==> src/rtl/wbt_pkg.sv <==
package wbt_pkg;

  typedef enum logic [2:0] {
    S_IDLE, S_WSET, S_WRITE, S_RSET, S_RADDR, S_RCMP, S_DONE, S_FAIL
  } wbt_state_e;

  typedef struct packed {
    logic loadSeed;   // seed <= one-hot bit 0
    logic advSeed;    // seed <= next pass seed
    logic seedFlip;   // with advSeed: switch to the single-zero family
    logic loadCur;    // cur <= seed, addr <= loAddr
    logic stepCur;    // cur <= rotl(cur), addr <= addr + 1
    logic captureFail;
  } wbt_strobe_t;

endpackage

==> src/rtl/wbt_ctrl.sv <==
module wbt_ctrl
  import wbt_pkg::*;
#(
  parameter int ADDR_W = 10,
  parameter int DATA_W = 72
) (
  input  logic              clk,
  input  logic              rstN,
  input  logic              start,
  input  logic              atHi,
  input  logic              mismatch,
  input  logic [ADDR_W-1:0] loAddr,
  input  logic [ADDR_W-1:0] addrPlus,
  input  logic [ADDR_W-1:0] wrTrigAddr,
  input  logic [ADDR_W-1:0] rdTrigAddr,
  output wbt_strobe_t       strobe,
  output logic              memWe,
  output logic              wrTrig,
  output logic              rdTrig,
  output logic              busy,
  output logic              done,
  output logic              fail
);
  localparam int PASS_CNT  = 2 * DATA_W;
  localparam int FLIP_PASS = DATA_W - 1;
  localparam int PCW       = $clog2(PASS_CNT);

  wbt_state_e st, stNext;
  logic [PCW-1:0] passCnt, passNext;
  logic lastPass;

  assign lastPass = (passCnt == PCW'(PASS_CNT - 1));

  always_comb begin
    stNext   = st;
    passNext = passCnt;
    strobe   = '0;
    unique case (st)
      S_IDLE, S_DONE, S_FAIL: begin
        if (start) begin
          strobe.loadSeed = 1'b1;
          passNext        = '0;
          stNext          = S_WSET;
        end
      end
      S_WSET: begin
        strobe.loadCur = 1'b1;
        stNext         = S_WRITE;
      end
      S_WRITE: begin
        if (atHi) stNext = S_RSET;
        else strobe.stepCur = 1'b1;
      end
      S_RSET: begin
        strobe.loadCur = 1'b1;
        stNext         = S_RADDR;
      end
      S_RADDR: stNext = S_RCMP;
      S_RCMP: begin
        if (mismatch) begin
          strobe.captureFail = 1'b1;
          stNext             = S_FAIL;
        end else if (atHi) begin
          if (lastPass) begin
            stNext = S_DONE;
          end else begin
            strobe.advSeed  = 1'b1;
            strobe.seedFlip = (passCnt == PCW'(FLIP_PASS));
            passNext        = passCnt + 1'b1;
            stNext          = S_WSET;
          end
        end else begin
          strobe.stepCur = 1'b1;
          stNext         = S_RADDR;
        end
      end
      default: stNext = S_IDLE;
    endcase
  end

  always_ff @(posedge clk) begin
    if (!rstN) begin
      st      <= S_IDLE;
      passCnt <= '0;
    end else begin
      st      <= stNext;
      passCnt <= passNext;
    end
  end

  // Trigger pulses look one access ahead of the address walk.
  logic wrArmed, rdArmed;
  assign wrArmed = (wrTrigAddr != '0);
  assign rdArmed = (rdTrigAddr != '0);

  assign wrTrig = wrArmed &&
                  ((st == S_WSET && loAddr == wrTrigAddr) ||
                   (st == S_WRITE && !atHi && addrPlus == wrTrigAddr));
  assign rdTrig = rdArmed &&
                  ((st == S_RSET && loAddr == rdTrigAddr) ||
                   (st == S_RCMP && !mismatch && !atHi && addrPlus == rdTrigAddr));

  assign memWe = (st == S_WRITE);
  assign busy  = (st != S_IDLE) && (st != S_DONE) && (st != S_FAIL);
  assign done  = (st == S_DONE);
  assign fail  = (st == S_FAIL);

endmodule

==> src/rtl/wbt_datapath.sv <==
module wbt_datapath
  import wbt_pkg::*;
#(
  parameter int ADDR_W = 10,
  parameter int DATA_W = 72
) (
  input  logic                clk,
  input  logic                rstN,
  input  wbt_strobe_t         strobe,
  input  logic [ADDR_W-1:0]   loAddr,
  input  logic [ADDR_W-1:0]   hiAddr,
  input  logic [DATA_W/2-1:0] leftMask,
  input  logic [DATA_W/2-1:0] rightMask,
  input  logic [DATA_W-1:0]   memRdata,
  output logic [ADDR_W-1:0]   memAddr,
  output logic [DATA_W-1:0]   memWdata,
  output logic [ADDR_W-1:0]   addrPlus,
  output logic                atHi,
  output logic                mismatch,
  output logic [ADDR_W-1:0]   failAddr,
  output logic [DATA_W-1:0]   failExp,
  output logic [DATA_W-1:0]   failObs
);
  localparam logic [DATA_W-1:0] ONE_HOT0 = {{(DATA_W-1){1'b0}}, 1'b1};

  logic [DATA_W-1:0] seed, cur, cmpMask;
  logic [ADDR_W-1:0] addr;

  function automatic logic [DATA_W-1:0] rotl(input logic [DATA_W-1:0] x);
    return {x[DATA_W-2:0], x[DATA_W-1]};
  endfunction

  assign cmpMask  = {leftMask, rightMask};
  assign mismatch = |((memRdata ^ cur) & cmpMask);
  assign atHi     = (addr == hiAddr);
  assign addrPlus = addr + 1'b1;
  assign memAddr  = addr;
  assign memWdata = cur;

  always_ff @(posedge clk) begin
    if (!rstN) begin
      seed     <= '0;
      cur      <= '0;
      addr     <= '0;
      failAddr <= '0;
      failExp  <= '0;
      failObs  <= '0;
    end else begin
      if (strobe.loadSeed)     seed <= ONE_HOT0;
      else if (strobe.advSeed) seed <= strobe.seedFlip ? ~ONE_HOT0 : rotl(seed);

      if (strobe.loadCur) begin
        cur  <= seed;
        addr <= loAddr;
      end else if (strobe.stepCur) begin
        cur  <= rotl(cur);
        addr <= addrPlus;
      end

      if (strobe.captureFail) begin
        failAddr <= addr;
        failExp  <= cur;
        failObs  <= memRdata;
      end
    end
  end

endmodule

==> src/rtl/walkbit_bist.sv <==
module walkbit_bist
  import wbt_pkg::*;
#(
  parameter int ADDR_W = 10,
  parameter int DATA_W = 72
) (
  input  logic                clk,
  input  logic                rstN,
  input  logic                start,
  input  logic [ADDR_W-1:0]   loAddr,
  input  logic [ADDR_W-1:0]   hiAddr,
  input  logic [DATA_W/2-1:0] leftMask,
  input  logic [DATA_W/2-1:0] rightMask,
  input  logic [ADDR_W-1:0]   wrTrigAddr,
  input  logic [ADDR_W-1:0]   rdTrigAddr,
  output logic [ADDR_W-1:0]   memAddr,
  output logic [DATA_W-1:0]   memWdata,
  output logic                memWe,
  input  logic [DATA_W-1:0]   memRdata,
  output logic                wrTrig,
  output logic                rdTrig,
  output logic                busy,
  output logic                done,
  output logic                fail,
  output logic [ADDR_W-1:0]   failAddr,
  output logic [DATA_W-1:0]   failExp,
  output logic [DATA_W-1:0]   failObs
);
  wbt_strobe_t       strobe;
  logic              atHi, mismatch;
  logic [ADDR_W-1:0] addrPlus;

  wbt_ctrl #(.ADDR_W(ADDR_W), .DATA_W(DATA_W)) u_ctrl (
    .clk(clk), .rstN(rstN), .start(start), .atHi(atHi), .mismatch(mismatch),
    .loAddr(loAddr), .addrPlus(addrPlus), .wrTrigAddr(wrTrigAddr),
    .rdTrigAddr(rdTrigAddr), .strobe(strobe), .memWe(memWe),
    .wrTrig(wrTrig), .rdTrig(rdTrig), .busy(busy), .done(done), .fail(fail)
  );

  wbt_datapath #(.ADDR_W(ADDR_W), .DATA_W(DATA_W)) u_dp (
    .clk(clk), .rstN(rstN), .strobe(strobe), .loAddr(loAddr), .hiAddr(hiAddr),
    .leftMask(leftMask), .rightMask(rightMask), .memRdata(memRdata),
    .memAddr(memAddr), .memWdata(memWdata), .addrPlus(addrPlus), .atHi(atHi),
    .mismatch(mismatch), .failAddr(failAddr), .failExp(failExp), .failObs(failObs)
  );

endmodule

==> config.mk <==
export PLATFORM = sky130hd
export DESIGN_NAME = walkbit_bist
export DESIGN_NICKNAME = d
export VERILOG_FILES = /design/src/rtl/wbt_pkg.sv /design/src/rtl/wbt_ctrl.sv /design/src/rtl/wbt_datapath.sv /design/src/rtl/walkbit_bist.sv
export SDC_FILE = /design/constraint.sdc
export NUM_CORES = 1
export LEC_CHECK = 0
export BUFFER_PORTS_ARGS = -buffer_cell sky130_fd_sc_hd__buf_2
export CAP_MARGIN = 10
export CORE_ASPECT_RATIO = 0.75
export CORE_MARGIN = 3
export CORE_UTILIZATION = 35
export CTS_CLUSTER_SIZE = 28
export DETAILED_ROUTE_END_ITERATION = 8
export HOLD_SLACK_MARGIN = 0.12
export PLACE_DENSITY_LB_ADDON = 0.05
export SLEW_MARGIN = 20
export SYNTH_ARGS = -nofsm -noshare
export SYNTH_HDL_FRONTEND = slang
export SYNTH_SLANG_ARGS = --single-unit
==> constraint.sdc <==
create_clock -name clk -period 3.9 [get_ports clk]
set_input_delay 0.78 -clock clk [delete_from_list [all_inputs] [get_ports clk]]
set_output_delay 0.78 -clock clk [all_outputs]
set_load 0.02 [all_outputs]
==> summary.txt, run 1 <==
GRT
  • Vias in the first global route: ~14000
  • Pin count of the biggest net entering global routing: 80
  • Initial antenna violation count: 21
  • Congestion Overflow GR: 0
  • First-pass GRT wire length: approximately 87000 um
  • Global router's overall resource usage: between 20% and 30%

Yosys
  • Seq/Total Area, Yosys: between 40 and 50%
  • Mean post-synth cell area: 8.84 um2
  • EDFF count, synth: 0
  • FFs w/ async S/R, synth: 0%
  • Synth unique cells: between 50 and 60
  • XOR/XNOR Fraction of Synth Area: under 10%
  • Mapped Area: around 15000 um2
  • Synth warn: 0
  • Top_reg_cell synth: dfxtp_1
  • Main combinational cell family by area after synthesis: compound AO/OA/AOI/OAI gates
  • Syn Inst Count: 1689
  • Synth Area in Simple Gates: between 10% and 20%
  • Net Count, Synth: between 1500 and 2000
  • Post-synthesis adder-cell area fraction: less than 1%
  • FF+latch count, synth: approximately 320
  • Multiplexer share of the synthesized area: 10.6%
  • Compound-cell area share of the yosys netlist: about a fifth

Floorplan
  • Initial core utilization: 36.0%
  • Die area: approximately 45000 um2
  • FP Rows: 64
  • Core Area: 41500 um2
  • # IOs: 429
  • Die Width: 245 um
  • Die height: between 150 and 200 um

Pwr
  • Max rail drop VDD: between 0.3 and 0.4 mV
  • Power Dens Cells: roughly 660 nW/um2
  • Leak: just under 8 nW
  • Total power after layout: 12.5 mW

Critical path
  • CP most frequent cell: and3_1
  • Slowest cell delay on critical path: about 550 ps
  • Internal reg-to-reg setup slack: roughly 920 ps
  • CP max stage cell: or4_4
  • CP cell instances: ha_2, and3_1, and3_1, nand3_1, xor3_1, nand3b_1, or4_4, a21oi_4, buf_6
  • Worst reg-to-reg path cell count: 12
  • Startpoint class of the critical path: flip-flop
  • Critical path class: reg -> out
  • Crit. End Element: primary output
  • Data arrival, critical path: around 3000 ps
  • Required @ worst endpoint: about 3100 ps
  • Reg2reg end: u_dp.failObs[38]
  • Worst r2r src: u_dp.memWdata[48]
  • Critical path origin: u_dp.memAddr[1]
  • Worst-path fanout max: 7

STA
  • RSZ-0062 raised after global routing: false
  • Relative max-transition margin: between 40 and 50%
  • Max Slew Vio Count: 0
  • Final Setup Violations: 0
  • Fin crit period: ~3800 ps
  • F_max: approximately 0.26 GHz
  • Fin crit share: a little under 100%
  • Final hold viol count: 0
  • Worst Skew: roughly 25 ps
  • Slew at the pin with the worst max-slew slack: around 780 ps

Clocking
  • Clock latency on the worst-skew pair: between 500 and 600 ps
  • Clock sink count: between 300 and 400
  • Clock buffer depth: 3
  • CTS tree: yes
  • Cts bufs inserted: 36
  • Clk slew on worst S/H paths: about 60 ps
  • Root buf cell: clkbuf_16
  • Max H-tree Level: 2

Routing
  • Antenna Nets Post-Route: 0
  • DRC viols: 0
  • Wire length per cell: 21.7 um
  • Drt total wl: slightly below 60000 um
  • Initial detailed-routing violation count: approximately 870
  • Detailed Routing Iterations Pass 1: 5
  • Avg Vias per Cell: ~5.4
  • Via count: 14300

Placed design
  • GP Congestion: 0.859
  • Placement Cell Area: around 18000 um2
  • I/O Buffers: approximately 430
  • DPL Wire Length: about 43000 um

Worst hold path
  • Cell count of the worst hold path: 2
  • Hold Crit Class: reg -> reg
  • Hold Path Origin: u_dp.failExp[57]
  • WHS Endpoint: u_dp.failExp[57]

Finish
  • Layout area overhead: 27.9%
  • Share of layout cells above drive strength 1: about 28%
  • Highest-count cells in the layout ignoring fill and taps: buf_2 (427), nor2_1 (397), dfxtp_1 (307)
  • Design area: 19100 um2
  • Most common cell after layout, fill and taps aside: buf_2
  • Layout Nets: ~2300

Job
  • Number of max-cap violations: 0

Run status
  • Outcome: finished, final reports clean
[what timing repair did]
item | 4_1_cts | 5_1_grt
hold buffers | 0 | 0
resized for setup | 14 | 14
buffers inserted | 1 | 0
pin swaps | 3 | 4
setup endpoints to repair | 1 | 1
gates cloned | 0 | 0
[synth_stat cells (all sizes together), types with 2 or more instances]
library cell / count / area (um2)
a2111oi: 73 / 639
a211oi: 149 / 1120
a21o: 5 / 37.5
a21oi: 7 / 35.0
a22oi: 59 / 443
a31o: 3 / 26.3
a31oi: 5 / 37.5
and3: 9 / 56.3
buf: 41 / 209
clkbuf: 107 / 402
dfxtp: 319 / 6390
ha: 2 / 25.0
inv: 5 / 18.8
mux2i: 157 / 1570
nand2: 17 / 63.8
nand2b: 2 / 12.5
nand3: 16 / 85.1
nand4: 22 / 138
nor2: 398 / 1490
nor2b: 6 / 37.5
nor3: 18 / 90.1
nor4: 13 / 93.8
o2111a: 2 / 22.5
o211a: 6 / 60.1
o21ai: 87 / 435
o311a: 5 / 50.1
o31ai: 2 / 15.0
or2: 3 / 18.8
or3: 3 / 18.8
or4: 5 / 37.5
xnor2: 35 / 307
xor2: 93 / 815
[state kept, by name, summed over array words and instances, names as in the netlist]
name and count:
u_dp.failExp 72, u_dp.failObs 72, u_dp.memWdata 72, u_dp.seed 72, u_dp.failAddr 10, u_dp.memAddr 10
u_ctrl.passCnt 8, u_ctrl.st 3
[layout make-up]
cell class	instances	area [um2]
Clock buffer	56	1070
Sequential cell	319	6400
Fill cell	4233	22400
Inverter	6	27.5
Tap cell	561	702
Clock inverter	8	97.6
Antenna cell	14	35.0
Timing Repair Buffer	487	2720
Multi-Input combinational cell	1216	8060
[per-layer routing]
metal / global-route usage (%) / share of wire (%) / vias to the layer above
li1: - / - / 6889
met1: 34.1 / 46 / 6891
met2: 38.4 / 45 / 455
met3: 5.82 / 6.7 / 90
met4: 7.20 / 2.1 / 16
met5: 0 / 0.17 / -
[worst max-delay path by stage]
stage / to / slack, ps / cells after the start
5_1_grt: rdTrig / 1 / 9
3_5_place_dp: rdTrig / -50 / 11
3_3_place_gp: rdTrig / -60 / 11
4_1_cts: rdTrig / 20 / 10
6_report: rdTrig / 120 / 9
2_1_floorplan: rdTrig / 250 / 8
[where the power goes]
group	switching [mW]	total (mW)	internal, mW	leakage [nW]
clock network	1.41	3.43	2.02	0.574
registers	0.749	4.52	3.77	2.59
logic	2.94	4.58	1.64	4.59
[worst max-delay path, delay by kind of cell, from the launching register on]
family	cells	cell delay, ps
AO/OA/AOI/OAI	1	140
adder cells (fa/ha/maj)	1	260
XOR/XNOR	1	250
AND/OR/NAND/NOR	5	1290
flip-flops	1	420
buffers and inverters	1	130
[metrics by stage]
step | setup TNS [ps] | setup WS, ps | hold WS [ps] | cells | util [%]
floorplan | 0 | 254 | 476 | 1689 | -
global placement | -61.8 | -61.8 | 468 | 2588 | 42.9
detailed placement | -49.6 | -49.6 | 477 | 2588 | 42.9
CTS | 0 | 15.1 | 489 | 2653 | 45.9
global route | 0 | 1.28 | 504 | 2664 | 46.0
finish | 0 | 119 | 486 | 2667 | 46.1
[logic make-up after synthesis]
| kind of cell | count (synthesis) |
|---|---|
| AO/OA/AOI/OAI | 410 |
| XOR/XNOR | 129 |
| adder cells (fa/ha/maj) | 2 |
| buffers and inverters | 154 |
| flip-flops | 319 |
| multiplexers | 158 |
| AND/OR/NAND/NOR | 517 |
No activity file was read; power rests on OpenSTA's default activity.
==> inputs of run 2 (changes only) <==
Settings changed: PLACE_DENSITY from default to 0.56, PLACE_DENSITY_LB_ADDON 0.05 to default, RECOVER_POWER from default to 25.
==> summary.txt, run 2 (synthesis results as in run 1) <==
Placed design
  • GP Congestion: 0.899 (was 0.859)
  • DPL Wire Length: 41600 um (was 42500 um)
  • I/O Buffers: 428 (unchanged)
  • Post-place setup slack: -123 ps (was -49.6 ps)
  • Placement Cell Area: 17900 um2 (was 17800 um2)

Routing
  • Top routing layer used: met5 (unchanged)
  • Detailed Routing Iterations Pass 1: 6 (was 5)
  • DRC viols: 0 (unchanged)
  • Wire length per cell: 21.2 um (was 21.7 um)
  • Initial detailed-routing violation count: 1131 (was 866)
  • Met3 wire len: 4210 um (was 3880 um)
  • Avg Vias per Cell: 5.40 (was 5.38)
  • Drt total wl: 56600 um (was 58000 um)
  • Antenna Nets Post-Route: 0 (unchanged)
  • WL met1: 25500 um (was 26700 um)
  • Met2 routed WL: 25400 um (was 26100 um)
  • Via count: 14400 (was 14300)

STA
  • Final hold viol count: 0 (unchanged)
  • Max Slew Vio Count: 0 (unchanged)
  • F_max: 0.265 GHz (was 0.264 GHz)
  • RSZ-0062 raised after global routing: false (unchanged)
  • Fin crit period: 3770 ps (was 3780 ps)
  • Final TNS setup: 0 ps (unchanged)
  • Relative max-transition margin: 31.9% (was 48.3%)
  • Final Setup Violations: 0 (unchanged)
  • Setup WS post-layout: 129 ps (was 119 ps)
  • Worst Skew: 17.5 ps (was 24.7 ps)
  • Slew at the pin with the worst max-slew slack: 1020 ps (was 776 ps)
  • Fin crit share: 96.7% (was 97.0%)

Critical path
  • Data arrival, critical path: 2990 ps (was 3000 ps)
  • Worst-path fanout max: 5 (was 7)
  • Critical path class: reg -> out (unchanged)
  • Required @ worst endpoint: 3120 ps (about the same)
  • Worst reg-to-reg path cell count: 10 (was 12)
  • Internal reg-to-reg setup slack: 720 ps (was 920 ps)
  • Crit. End Element: primary output (unchanged)
  • Startpoint class of the critical path: flip-flop (unchanged)

Pwr
  • Power Dens Cells: 667 nW/um2 (was 656 nW/um2)
  • Leak: 7.21 nW (was 7.75 nW)
  • Max rail drop VDD: 0.389 mV (was 0.340 mV)

Finish
  • Register Area: 6400 um2 (about the same)
  • Highest-count cells in the layout ignoring fill and taps: nor2_1 (397), dfxtp_1 (308), buf_2 (287) (was buf_2 (427), nor2_1 (397), dfxtp_1 (307))
  • Post-layout util: 46.1% (about the same)
  • Share of layout cells above drive strength 1: 21.5% (was 27.9%)
  • Footprint of the multi-input gates: 8070 um2 (was 8060 um2)
  • Layout area overhead: 27.9% (about the same)
  • Fillcell total: 4213 (was 4233)
  • Design area: 19100 um2 (about the same)
  • Most common cell after layout, fill and taps aside: nor2_1 (was buf_2)
  • Layout Nets: 2259 (was 2255)

Floorplan
  • Initial core utilization: 36.0% (unchanged)
  • # IOs: 429 (unchanged)
  • Die area: 45200 um2 (unchanged)
  • Die height: 185 um (unchanged)
  • Die Width: 245 um (unchanged)
  • FP Rows: 64 (unchanged)
  • Core Area: 41500 um2 (unchanged)

GRT
  • Pin count of the biggest net entering global routing: 101 (was 80)
  • Global router's overall resource usage: 23.8% (was 24.6%)
  • Congestion Overflow GR: 0 (unchanged)
  • Initial antenna violation count: 21 (unchanged)
  • Vias in the first global route: 13400 (was 13600)
  • First-pass GRT wire length: 84100 um (was 86700 um)

Worst hold path
  • Hold Crit Class: reg -> reg (unchanged)
  • Cell count of the worst hold path: 2 (unchanged)

Clocking
  • Cts bufs inserted: 36 (unchanged)
  • Root buf cell: clkbuf_16 (unchanged)
  • Clock sink count: 319 (unchanged)
  • Clock buffer depth: 3 (unchanged)
  • Max H-tree Level: 2 (unchanged)
  • Clk slew on worst S/H paths: 60 ps (about the same)
  • CTS tree: yes (unchanged)
  • Post-CTS Hold Buffers: 0 (unchanged)
  • Clock latency on the worst-skew pair: 520 ps (was 530 ps)

Run status
  • Outcome: finished, final reports clean (unchanged)

Job
  • Number of max-cap violations: 0 (unchanged)
## run 2: cell types whose count changed in the layout (fill, tap and decap cells not counted), moves of 2 or more
cell / previous run / this run
buf_2: 427 / 287
clkbuf_1: 12 / 148
buf_12: 10 / 14
diode_2: 14 / 17
bufinv_16: 2 / 4
dfxtp_2: 12 / 10
inv_6: 3 / 1
## run 2: area by class of cell
type,count,share of cell area (%)
antenna,17,0.223
clock buffer,53,5.64
clock inverter,9,0.838
inverter,6,0.144
multi-input combinational,1216,42.2
sequential,319,33.5
tap,561,3.67
timing repair buffer,491,13.7
## run 2: repair_timing
| item | in CTS | in global routing |
|---|---|---|
| buffers inserted | 2 | 1 |
| gates resized for setup | 14 | 16 |
| setup endpoints to repair | 1 | 1 |
| gates cloned | 0 | 0 |
| endpoints found under the hold margin | 0 | 0 |
| pin swaps | 3 | 6 |
## run 2: worst max-delay path: stages, from the launching register on
cell     delay, ps
dfxtp_2        380
xor2_1         190
a22oi_1        280
nand4_1        240
nor4_2         300
buf_4          170
nand3_4         90
or4_4          530
a21oi_2        140
buf_4          150
## run 2: final timing paths
kind | startpoint | end
max reg2reg | u_dp.memWdata[68] | u_dp.memWdata[28]
min reg2reg | u_dp.failExp[42] | u_dp.failExp[42]
max | u_dp.memWdata[38] | rdTrig
min | u_dp.failExp[42] | u_dp.failExp[42]
## run 2: routing by layer
metal  GRT usage (%)  vias to the layer above
met5               0                        -
met4            7.67                        8
met3            5.28                       94
met2            37.1                      520
met1            33.0                     6910
li1                -                     6903
## run 2: report_power, final
group / switching [mW] / internal (mW) / total [mW]
logic: 3.00 / 1.66 / 4.67
clock network: 1.38 / 2.18 / 3.56
registers: 0.740 / 3.77 / 4.51
total: 5.13 / 7.61 / 12.7
## run 2: stage by stage
stage	hold WS, ps	power (mW)	cells
floorplan	476	7.16	1689
global placement	468	9.08	2590
detailed placement	477	9.14	2590
CTS	491	12.8	2654
global route	505	13.4	2670
finish	490	12.7	2672
